File: config.mk
export PLATFORM = sky130hd
export DESIGN_NAME = irq_cascade_ctrl
export DESIGN_NICKNAME = d
export VERILOG_FILES = /design/src/rtl/irq_cc_pkg.sv /design/src/rtl/irq_cc_input_track.sv /design/src/rtl/irq_cc_fold.sv /design/src/rtl/irq_cc_select.sv /design/src/rtl/irq_cascade_ctrl.sv
export SDC_FILE = /design/constraint.sdc
export NUM_CORES = 1
export LEC_CHECK = 0
export ABC_AREA = 1
export BUFFER_PORTS_ARGS = -buffer_cell sky130_fd_sc_hd__clkbuf_2
export CORE_UTILIZATION = 40
export DETAILED_ROUTE_END_ITERATION = 6
export GPL_ROUTABILITY_DRIVEN = 0
export PLACE_DENSITY = 0.65
export SLEW_MARGIN = 15
export SYNTH_ARGS = -nofsm -noshare
export SYNTH_HDL_FRONTEND = slang
export SYNTH_SLANG_ARGS = --single-unit
File: constraint.sdc
create_clock -name clk -period 3.9 [get_ports clk]
set_clock_uncertainty 0.05 [all_clocks]
set_input_delay 0.78 -clock clk [delete_from_list [all_inputs] [get_ports clk]]
set_output_delay 0.78 -clock clk [all_outputs]
set_load 0.02 [all_outputs]
File: src/rtl/irq_cc_pkg.sv
package irq_cc_pkg;

  localparam int CC_DATA_W     = 32;
  localparam int CC_FOLD_GRPS  = 3;
  localparam int CC_FOLD_SPAN  = 3;

  typedef enum logic [2:0] {
    SEL_SRC_PEND  = 3'd0,
    SEL_MODE      = 3'd1,
    SEL_MASK      = 3'd2,
    SEL_PRIO      = 3'd3,
    SEL_INSVC     = 3'd4,
    SEL_INDEX     = 3'd5,
    SEL_SUB_PEND  = 3'd6,
    SEL_SUB_MASK  = 3'd7
  } reg_sel_e;

  localparam logic [CC_DATA_W-1:0] RST_MASK     = 32'hFFFF_FFFF;
  localparam logic [CC_DATA_W-1:0] RST_PRIO     = 32'h0000_007F;
  localparam logic [CC_DATA_W-1:0] RST_SUB_MASK = 32'h0000_07FF;

  // Main pending bit that a sub-source group collapses onto
  function automatic int fold_target(input int grp);
    case (grp)
      0:       return 28;
      1:       return 23;
      default: return 15;
    endcase
  endfunction

  // All main bits that folding may drive
  function automatic logic [CC_DATA_W-1:0] fold_bits();
    logic [CC_DATA_W-1:0] m;
    m = '0;
    for (int g = 0; g < CC_FOLD_GRPS; g++) m[fold_target(g)] = 1'b1;
    return m;
  endfunction

endpackage

File: src/rtl/irq_cc_input_track.sv
module irq_cc_input_track #(
  parameter int W = 32
) (
  input  logic         clk,
  input  logic         rst,
  input  logic [W-1:0] req_i,
  input  logic [W-1:0] lvl_i,
  output logic [W-1:0] rise_o,
  output logic [W-1:0] fall_o,
  output logic [W-1:0] hold_o
);
  logic [W-1:0] req_q;
  logic [W-1:0] held_q;

  assign rise_o = req_i & ~req_q;
  assign fall_o = ~req_i & req_q;
  // A held line re-asserts its pending bit only while it is still high
  assign hold_o = held_q & req_i;

  always_ff @(posedge clk) begin
    if (rst) begin
      req_q  <= '0;
      held_q <= '0;
    end else begin
      req_q  <= req_i;
      held_q <= (held_q & req_i) | (rise_o & lvl_i);
    end
  end

  // a remembered hold never outlives the input that created it
  assert_hold_follows_input_R8: assert property (@(posedge clk) disable iff (rst)
    1'b1 |=> ((held_q & ~$past(req_i)) == '0));

endmodule

File: src/rtl/irq_cc_fold.sv
module irq_cc_fold
  import irq_cc_pkg::*;
#(
  parameter int SUB_W = 11,
  parameter int SRC_W = 32
) (
  input  logic [SUB_W-1:0] sub_act_i,
  output logic [SRC_W-1:0] fold_o
);
  logic [CC_FOLD_GRPS-1:0] grp_hit;

  genvar g;
  generate
    for (g = 0; g < CC_FOLD_GRPS; g++) begin : g_grp
      assign grp_hit[g] = |sub_act_i[g*CC_FOLD_SPAN +: CC_FOLD_SPAN];
    end
  endgenerate

  always_comb begin
    fold_o = '0;
    for (int k = 0; k < CC_FOLD_GRPS; k++)
      if (grp_hit[k]) fold_o[fold_target(k)] = 1'b1;
  end

endmodule

File: src/rtl/irq_cc_select.sv
module irq_cc_select #(
  parameter int SRC_W = 32,
  localparam int IDX_W = $clog2(SRC_W)
) (
  input  logic             clk,
  input  logic             rst,
  input  logic [SRC_W-1:0] active_i,
  input  logic [SRC_W-1:0] mode_i,
  input  logic [SRC_W-1:0] clr_i,
  output logic [SRC_W-1:0] insvc_o,
  output logic [IDX_W-1:0] index_o,
  output logic             irq_o,
  output logic             fiq_o
);
  logic [SRC_W-1:0] insvc_q, insvc_d, kept, cand_oh;
  logic [IDX_W-1:0] index_q, index_d, cand_idx;
  logic             irq_q, fiq_q, fast;

  always_comb begin
    fast     = |(active_i & mode_i);
    // isolate lowest set bit
    cand_oh  = active_i & (~active_i + 1'b1);
    cand_idx = '0;
    for (int i = SRC_W - 1; i >= 0; i--)
      if (active_i[i]) cand_idx = IDX_W'(i);
    kept    = insvc_q & ~clr_i;
    insvc_d = kept;
    index_d = index_q;
    if (!fast && (active_i != '0) && ((kept == '0) || (kept > cand_oh))) begin
      insvc_d = cand_oh;
      index_d = cand_idx;
    end
  end

  always_ff @(posedge clk) begin
    if (rst) begin
      insvc_q <= '0;
      index_q <= '0;
      irq_q   <= 1'b0;
      fiq_q   <= 1'b0;
    end else begin
      insvc_q <= insvc_d;
      index_q <= index_d;
      irq_q   <= (insvc_d != '0);
      fiq_q   <= fast;
    end
  end

  assign insvc_o = insvc_q;
  assign index_o = index_q;
  assign irq_o   = irq_q;
  assign fiq_o   = fiq_q;

  assert_insvc_onehot_R6: assert property (@(posedge clk) disable iff (rst)
    $onehot0(insvc_q));

  assert_index_matches_R7: assert property (@(posedge clk) disable iff (rst)
    (insvc_q != '0) |-> (insvc_q == (SRC_W'(1) << index_q)));

  assert_irq_tracks_insvc_R7: assert property (@(posedge clk) disable iff (rst)
    irq_q == (insvc_q != '0));

  assert_fast_freezes_insvc_R5: assert property (@(posedge clk) disable iff (rst)
    fiq_q |-> ((insvc_q & ~$past(insvc_q)) == '0));

endmodule

File: src/rtl/irq_cascade_ctrl.sv
module irq_cascade_ctrl
  import irq_cc_pkg::*;
#(
  parameter int SUB_W  = 11,
  parameter int ADDR_W = 5,
  localparam int DW    = CC_DATA_W,
  localparam int IDX_W = $clog2(DW)
) (
  input  logic             clk,
  input  logic             rst,
  input  logic             bus_wr_i,
  input  logic             bus_rd_i,
  input  logic [ADDR_W-1:0] bus_addr_i,
  input  logic [DW-1:0]    bus_wdata_i,
  output logic [DW-1:0]    bus_rdata_o,
  output logic             bus_rvalid_o,
  input  logic [DW-1:0]    src_req_i,
  input  logic [DW-1:0]    src_level_i,
  input  logic [SUB_W-1:0] sub_req_i,
  input  logic [SUB_W-1:0] sub_level_i,
  output logic             irq_o,
  output logic             fiq_o
);
  localparam logic [DW-1:0] FOLD_BITS = fold_bits();

  reg_sel_e sel;
  assign sel = reg_sel_e'(bus_addr_i[4:2]);

  logic [DW-1:0]    src_pend_q, mode_q, mask_q, prio_q, sub_mask_q;
  logic [SUB_W-1:0] sub_pend_q;
  logic [DW-1:0]    rdata_q;
  logic             rvalid_q;

  logic [DW-1:0]    m_rise, m_fall, m_hold, fold_set;
  logic [SUB_W-1:0] s_rise, s_fall, s_hold;
  logic [DW-1:0]    wclr_src, wclr_insvc, src_pend_d;
  logic [SUB_W-1:0] wclr_sub, sub_pend_d;
  logic [DW-1:0]    insvc, sub_ext;
  logic [IDX_W-1:0] index;

  logic unused_bits;
  assign unused_bits = ^{bus_addr_i[1:0], sub_mask_q[DW-1:SUB_W]};

  irq_cc_input_track #(.W(DW)) u_main_trk (
    .clk(clk), .rst(rst), .req_i(src_req_i), .lvl_i(src_level_i),
    .rise_o(m_rise), .fall_o(m_fall), .hold_o(m_hold));

  irq_cc_input_track #(.W(SUB_W)) u_sub_trk (
    .clk(clk), .rst(rst), .req_i(sub_req_i), .lvl_i(sub_level_i),
    .rise_o(s_rise), .fall_o(s_fall), .hold_o(s_hold));

  irq_cc_fold #(.SUB_W(SUB_W), .SRC_W(DW)) u_fold (
    .sub_act_i(sub_pend_q & ~sub_mask_q[SUB_W-1:0]),
    .fold_o(fold_set));

  irq_cc_select #(.SRC_W(DW)) u_sel (
    .clk(clk), .rst(rst),
    .active_i(src_pend_q & ~mask_q),
    .mode_i(mode_q),
    .clr_i(wclr_insvc),
    .insvc_o(insvc), .index_o(index),
    .irq_o(irq_o), .fiq_o(fiq_o));

  // Clear masks from bus writes; sets from inputs are applied after them
  always_comb begin
    wclr_src   = (bus_wr_i && sel == SEL_SRC_PEND) ? bus_wdata_i : '0;
    wclr_insvc = (bus_wr_i && sel == SEL_INSVC)    ? bus_wdata_i : '0;
    wclr_sub   = (bus_wr_i && sel == SEL_SUB_PEND) ? bus_wdata_i[SUB_W-1:0] : '0;
    src_pend_d = (src_pend_q & ~wclr_src & ~m_fall) | m_rise | m_hold | fold_set;
    sub_pend_d = (sub_pend_q & ~wclr_sub & ~s_fall) | s_rise | s_hold;
    sub_ext    = '0;
    sub_ext[SUB_W-1:0] = sub_pend_q;
  end

  always_ff @(posedge clk) begin
    if (rst) begin
      src_pend_q <= '0;
      sub_pend_q <= '0;
      mode_q     <= '0;
      mask_q     <= RST_MASK;
      prio_q     <= RST_PRIO;
      sub_mask_q <= RST_SUB_MASK;
    end else begin
      src_pend_q <= src_pend_d;
      sub_pend_q <= sub_pend_d;
      if (bus_wr_i) begin
        case (sel)
          SEL_MODE:     mode_q     <= bus_wdata_i;
          SEL_MASK:     mask_q     <= bus_wdata_i;
          SEL_PRIO:     prio_q     <= bus_wdata_i;
          SEL_SUB_MASK: sub_mask_q <= bus_wdata_i;
          default: ;
        endcase
      end
    end
  end

  always_ff @(posedge clk) begin
    if (rst) begin
      rdata_q  <= '0;
      rvalid_q <= 1'b0;
    end else begin
      rvalid_q <= bus_rd_i;
      if (bus_rd_i) begin
        case (sel)
          SEL_SRC_PEND: rdata_q <= src_pend_q;
          SEL_MODE:     rdata_q <= mode_q;
          SEL_MASK:     rdata_q <= mask_q;
          SEL_PRIO:     rdata_q <= prio_q;
          SEL_INSVC:    rdata_q <= insvc;
          SEL_INDEX:    rdata_q <= DW'(index);
          SEL_SUB_PEND: rdata_q <= sub_ext;
          default:      rdata_q <= sub_mask_q;
        endcase
      end
    end
  end

  assign bus_rdata_o  = rdata_q;
  assign bus_rvalid_o = rvalid_q;

  assert_read_latency_R10: assert property (@(posedge clk) disable iff (rst)
    bus_rd_i |=> bus_rvalid_o);

  assert_level_hold_R8: assert property (@(posedge clk) disable iff (rst)
    1'b1 |=> (($past(m_hold) & ~src_pend_q) == '0));

  assert_fall_clears_R8: assert property (@(posedge clk) disable iff (rst)
    1'b1 |=> (($past(m_fall) & src_pend_q & ~FOLD_BITS) == '0));

  assert_set_beats_clear_R9: assert property (@(posedge clk) disable iff (rst)
    1'b1 |=> (($past(m_rise) & ~src_pend_q) == '0));

endmodule

== Word-level counts from Yosys, hierarchy flattened ==
Index checks and enable logic that the tools add are counted.
Cells by class
  eq/ne operators: 7
  reductions and logical operators: 22
  bitwise logic cells: 38
  mux-type cells: 49
  $add $sub $neg: 1
  $lt $le $gt $ge: 7
Operator list (count)
  $and 32x32->32: 10
  $mux 32: 9
  $not 32->32: 7
  $pmux 32 s7: 1
  $or 32x32->32: 6
  $mux 5: 32
  $ge 32x1->1 const B: 3
  $lt 32x7->1 const B: 3
  $and 11x11->11: 6
  $reduce_bool 32->1: 2
  $not 11->11: 4
  $or 11x11->11: 3
  $add 32x1->32 const B: 1
  $gt 32x32->1: 1
  $logic_not 32->1: 1
  $reduce_or 32->1: 1
  $demux 1 s5: 3
  $eq 3x3->1 const B: 4
  $mux 11: 1
  $and 9x9->9: 1
  $not 9->9: 1
  $reduce_or 3->1: 3
  $logic_and 1x1->1: 8
  $reduce_and 2->1: 4
  6 further kinds: 9
Storage, ports and cells
  logic and storage cells: 140
  input port bits: 127
  register bits: 329

== Depth between registers and ports, before layout ==
  depth after elaboration: 34
  gate-level depth with buffers: 33
  mapped depth without buffers: 32

== Modules after synthesis ==
A second synthesis with hierarchy kept.
Second synthesis, totals
  cell total of the unflattened synthesis: 2582
  area, all modules: 17047.6 µm²
By module, submodules not included
  irq_cascade_ctrl: cells each 1447, area an instance 9706.8 µm², instances 1
  irq_cc_select: cells each 614, area an instance 3592.2 µm², instances 1
  irq_cc_input_track (u_main_trk): cells each 359, area an instance 2631.3 µm², instances 1
  irq_cc_input_track (u_sub_trk): cells each 123, area an instance 862.1 µm², instances 1
  irq_cc_fold: cells each 39, area an instance 255.2 µm², instances 1

== Worst setup path after synthesis ==
No wires, ideal clock.
  kind: reg-to-reg
  start: register src_pend_q[2]
  end: register u_sel.irq_q, in the netlist u_sel.irq_o
  slack: 68 ps
  cell stages (with the launch flop): 32
  arrival: 3650 ps
  clock period less this slack: 3832 ps
  cell sequence: dfxtp_1 -> inv_1 -> nor2_1 -> inv_2 -> nand2_1 -> nor2_1 -> nand2_1 -> nor2_2 -> inv_2 -> nor3_2 -> nand2_1 -> nor2_1 -> nand2_1 -> nor3b_1 -> nand2_1 -> ha_1 -> nand4_1 -> inv_1 -> nand4_1 -> inv_1 -> nand3_1 -> o32ai_1 -> nand2_1 -> nand2_2 -> buf_2 -> nor2_1 -> a21oi_1 -> nand2_1 -> nor2_1 -> nand2_1 -> nor2_1 -> a21oi_1
Between the ends
  longest elaborated chain between the ends: 9
  elaborated cells between the ends (all ways): 14
  those cells by class: add/sub (1); order compare (1); mux (1); bitwise (4); reduce/logical (7)
RTL lines
  from (decl): line irq_cascade_ctrl.sv:29  | logic [DW-1:0] src_pend_q, mode_q, mask_q, prio_q, sub_mask_q;
  from (signal assigned): line irq_cascade_ctrl.sv:84  | src_pend_q <= src_pend_d;
  $and 32x32->32 (*): line irq_cascade_ctrl.sv:58  | .active_i(src_pend_q & ~mask_q),
  $not 32->32: line irq_cc_select.sv:22  | cand_oh = active_i & (~active_i + 1'b1);
  $add 32x1->32: line irq_cc_select.sv:22
  $and 32x32->32: line irq_cc_select.sv:22
  $gt 32x32->1: line irq_cc_select.sv:29  | if (!fast && (active_i != '0) && ((kept == '0) || (kept > cand_oh))) begin
  $logic_or 1x1->1: line irq_cc_select.sv:29
  $logic_and 1x1->1: line irq_cc_select.sv:29
  $mux 32 (*): line irq_cc_select.sv:29
  $reduce_bool 32->1 (*): line irq_cc_select.sv:44  | irq_q <= (insvc_d != '0);
  to (signal assigned): line irq_cc_select.sv:44
  to (decl): line irq_cc_select.sv:17  | logic irq_q, fiq_q, fast;
Mark *: on every way between the ends. The rest lies on a longest branch, timed or not.
A chain may end at the register's enable or synchronous reset.

== Worst setup path after layout ==
  start: register mask_q[5]
  end: register u_sel.irq_q, in the netlist u_sel.irq_o
Between the ends
  longest elaborated chain between the ends: 10
  elaborated cells between the ends (all ways): 15
  those cells by class: add/sub (1); order compare (1); mux (1); bitwise (5); reduce/logical (7)
RTL lines
  from (decl): line irq_cascade_ctrl.sv:29
  from (signal assigned): line irq_cascade_ctrl.sv:89  | SEL_MASK: mask_q <= bus_wdata_i;
  $not 32->32 (*): line irq_cascade_ctrl.sv:58
  $and 32x32->32 (*): line irq_cascade_ctrl.sv:58
  $not 32->32: line irq_cc_select.sv:22
  $add 32x1->32: line irq_cc_select.sv:22
  $and 32x32->32: line irq_cc_select.sv:22
  $gt 32x32->1: line irq_cc_select.sv:29
  $logic_or 1x1->1: line irq_cc_select.sv:29
  $logic_and 1x1->1: line irq_cc_select.sv:29
  $mux 32 (*): line irq_cc_select.sv:29
  $reduce_bool 32->1 (*): line irq_cc_select.sv:44
Marks and branches as above.

==> summary.txt <==
CTS
  • TritonCTS buffer count: 37
  • H-tree levels: 2
  • Clk buf depth: 3
  • CTS clock-pin slew for the worst setup and hold paths: roughly 0.060 ns
  • Hold buffer count at cts: 0
  • CTS root buf: clkbuf_16
  • CTS sink count: about 330
  • Worst-Skew Late Latency: approximately 0.56 ns
  • CTS tree: built

STA
  • Total negative setup slack: -1.99 ns
  • Final period utilization: 110%
  • Final Max Slew Viols: 0
  • F_max: approximately 230 MHz
  • Final min period: 4.28 ns
  • Setup ws final: -0.378 ns
  • Relative slew margins: 27.1%
  • RSZ-0062 raised after global routing: true
  • Final hold vios: 0
  • Worst Tran Pin Value: 1.09 ns
  • Setup-failing EPs final: 31

Die
  • Core Area: 36500 µm²
  • Initial core utilization: roughly two fifths
  • Die area: ~38000 µm²
  • Die X: between 150 and 200 µm
  • FP Rows: 70
  • Die Ht: 195 µm
  • IO Pins: 162

Synth
  • Register area share after synthesis: between 40% and 50%
  • Gate count after technology mapping: 2057
  • Top FF cell, synth: dfxtp_1
  • Post-synth EDFFs: 0
  • Mean Syn Cell Area: 7.21 µm²
  • Yosys cell types: 38
  • Flops & latches, synth: 329
  • Syn Nets: 2216
  • Ys async rst share: 0%
  • Synth top area cells: dfxtp_1, nand2_1, a21oi_1
  • Synth warn: 0
  • Area leader, netlist: dfxtp_1
  • Synth Cell Area: approximately 15000 µm²
  • Post-synth top area share: 44.4%

Critical path
  • CP Buf/Inv Count: 7
  • Slowest cell on crit path: dfxtp_1
  • Type of origin of the critical path: flip-flop
  • Crit path max-delay family: simple AND/OR/NAND/NOR gates
  • CP Capture Type: flip-flop
  • Critical path type: reg -> reg
  • CP most frequent cell: nand2_1
  • Worst Reg-to-Reg Cells: 31
  • Capture point of the critical path: u_sel.irq_o
  • R2R setup slack: -0.38 ns
  • Levels on crit path: 31
  • Critical Path Fanout Max: 6
  • Start point of the critical path: mask_q[5]
  • WP data required: roughly 4.3 ns
  • CP peak stage delay: slightly above 0.3 ns
  • R2R Path End: u_sel.irq_o
  • Reg2Reg Launch Point: mask_q[5]
  • Crit path arrival time: roughly 4.6 ns

Pwr
  • Static Leak: 0.00903 µW
  • Peak supply drop: between 0.3 and 0.4 mV
  • Power Density: about 600 nW/µm²

Detailed routing
  • DR vias: approximately 16000
  • Vias per std cell: between 5 and 6
  • DRC viols: 0
  • Avg WL per Cell: 17.8 µm
  • Final antenna-violating net count: 0
  • Drt pass-1 iters: 5
  • Post-Route WL: between 50 and 60 mm
  • Starting DRC count in detailed routing: roughly 1300

Final layout
  • Final non-filler cell total: a little under 3000
  • Antenna cells: 0
  • Final Net Count: about 2500
  • Area delta synth->final: 31.1%
  • Share of layout cells above drive strength 1: between 20% and 30%
  • Post-layout util: 53.2%

Placement
  • Placed cells: 2811
  • Worst slack at placement: -0.587 ns
  • Number of port buffers: between 150 and 200
  • Detailed Place HPWL: around 36 mm

GRT
  • Total GRT Usage: 26.3%
  • Initial antenna violation count: 0
  • Global-route wire length before repair: just under 80 mm
  • Number of global-route vias before repair: between 10000 and 15000
  • Pin count of the biggest net entering global routing: 84
  • Total grt overflow: 0

Run status
  • Failing checks: negative setup slack
  • Status: finished with violations

Min path
  • HP Class: in -> reg

Flow run
  • Max cap viols: 0
==> cells by family after synthesis <==
kind of cell | after synthesis | share of synthesized area, %
buf+inv | 395 | 10.2
fa+ha+maj | 32 | 2.70
simple gates | 690 | 19.0
compound gates | 611 | 23.7
flops | 329 | 44.4
==> per-stage QoR <==
step,power [µW],cell area [µm²],hold slack [ns]
6_report,11600,19400,0.400
5_1_grt,12200,19400,0.395
4_1_cts,10800,18900,0.387
3_5_place_dp,7030,17600,0.390
3_3_place_gp,6990,17600,0.381
2_1_floorplan,5550,14800,0.375
==> worst min-delay path by stage <==
stage             startpoint              endpoint  slack (ns)  cells past startpoint
5_1_grt        src_req_i[18]  u_main_trk.req_q[18]        0.40                      3
3_5_place_dp      prio_q[25]            prio_q[25]        0.39                      2
6_report       src_req_i[17]  u_main_trk.req_q[17]        0.40                      3
4_1_cts        src_req_i[17]  u_main_trk.req_q[17]        0.39                      3
2_1_floorplan     prio_q[16]            prio_q[16]        0.37                      2
3_3_place_gp      prio_q[16]            prio_q[16]        0.38                      2
==> cells in the mapped netlist, types with 2 or more instances <==
| cell type | instances |
|---|---|
| inv_2 | 6 |
| o221ai_1 | 37 |
| or2_2 | 6 |
| o21ai_2 | 3 |
| nand2_1 | 367 |
| ha_1 | 32 |
| nand3_1 | 35 |
| nor2_1 | 194 |
| nor3_1 | 53 |
| buf_4 | 3 |
| buf_1 | 2 |
| a31oi_1 | 7 |
| nor4_1 | 5 |
| clkbuf_1 | 83 |
| o21ai_1 | 35 |
| o211ai_1 | 49 |
| o21ai_0 | 178 |
| a221oi_1 | 11 |
| nor3b_1 | 2 |
| inv_1 | 287 |
| nand2_2 | 2 |
| a21oi_1 | 246 |
| buf_2 | 7 |
| a211oi_1 | 2 |
| nand4_1 | 23 |
| o2111ai_1 | 24 |
| clkinv_1 | 6 |
| o22ai_1 | 13 |
| dfxtp_1 | 329 |
| a41oi_1 | 2 |
==> area by class of cell <==
type	count	area (µm²)
Clock buffer	53	1090
Clock inverter	13	180
Sequential cell	329	6590
Multi-Input combinational cell	1333	7180
Tap cell	468	586
Timing Repair Buffer	390	2680
Fill cell	3452	17100
Inverter	299	1130
==> where the power goes <==
part	total, µW	internal (µW)	leakage (µW)	switching (µW)
clock	3660	2210	0.000629	1450
sequential	3780	3630	0.00270	144
combinational	4200	1930	0.00570	2270
total	11600	7770	0.00903	3870
==> sequential cells by signal (all words and copies together), names as in the netlist <==
name / count
mask_q: 32
u_sub_trk.req_q: 11
bus_rvalid_o: 1
u_main_trk.req_q: 32
bus_rdata_o: 32
u_sub_trk.held_q: 11
u_sel.insvc_o: 32
src_pend_q: 32
mode_q: 32
u_sel.fiq_o: 1
u_sel.index_o: 5
u_main_trk.held_q: 32
u_sel.irq_o: 1
prio_q: 32
sub_mask_q: 32
sub_pend_q: 11
==> worst reg2reg max path: cells and delay by family (launching register included) <==
family / cells / cell delay, ns
and+or+nand+nor: 20 / 2.36
AOI/OAI and AO/OA: 3 / 0.49
adders and majority gates: 1 / 0.29
buffers and inverters: 7 / 0.62
DFF: 1 / 0.31
==> cells in the final DEF, fill, tap and decap left out, types with 5 or more instances in the layout <==
master	n
clkinv_2	7
o21ai_2	16
clkbuf_1	7
dfxtp_1	328
buf_12	7
a221oi_1	11
clkinv_1	6
o211ai_1	49
nand3_1	32
nor3_1	51
o2111ai_1	24
ha_1	29
a21oi_1	235
buf_6	7
nand2_2	26
a31oi_1	7
nand4_1	23
nor2_1	177
o21ai_0	174
buf_4	216
clkbuf_2	158
o21ai_4	9
nor2_2	13
inv_1	282
o22ai_1	13
nor2_4	5
inv_2	9
clkbuf_8	8
or2_2	6
o21ai_1	17
nand2_1	339
o221ai_1	37
a21oi_2	10
clkbuf_16	40
==> timing repair <==
action                     4_1_cts  5_1_grt
resized for setup               21      111
setup endpoints to repair       38       38
gates cloned                     0        2
buffers inserted                 0        6
pin swaps                        7       28
==> routing by layer <==
layer,vias to the layer above,track usage (%),wire length (µm)
li1,7554,-,-
met1,7370,34.5,22400
met2,629,42.4,23300
met3,123,4.74,3800
met4,0,10.9,1930
met5,-,0,0
(Power assumes the default switching activity.)
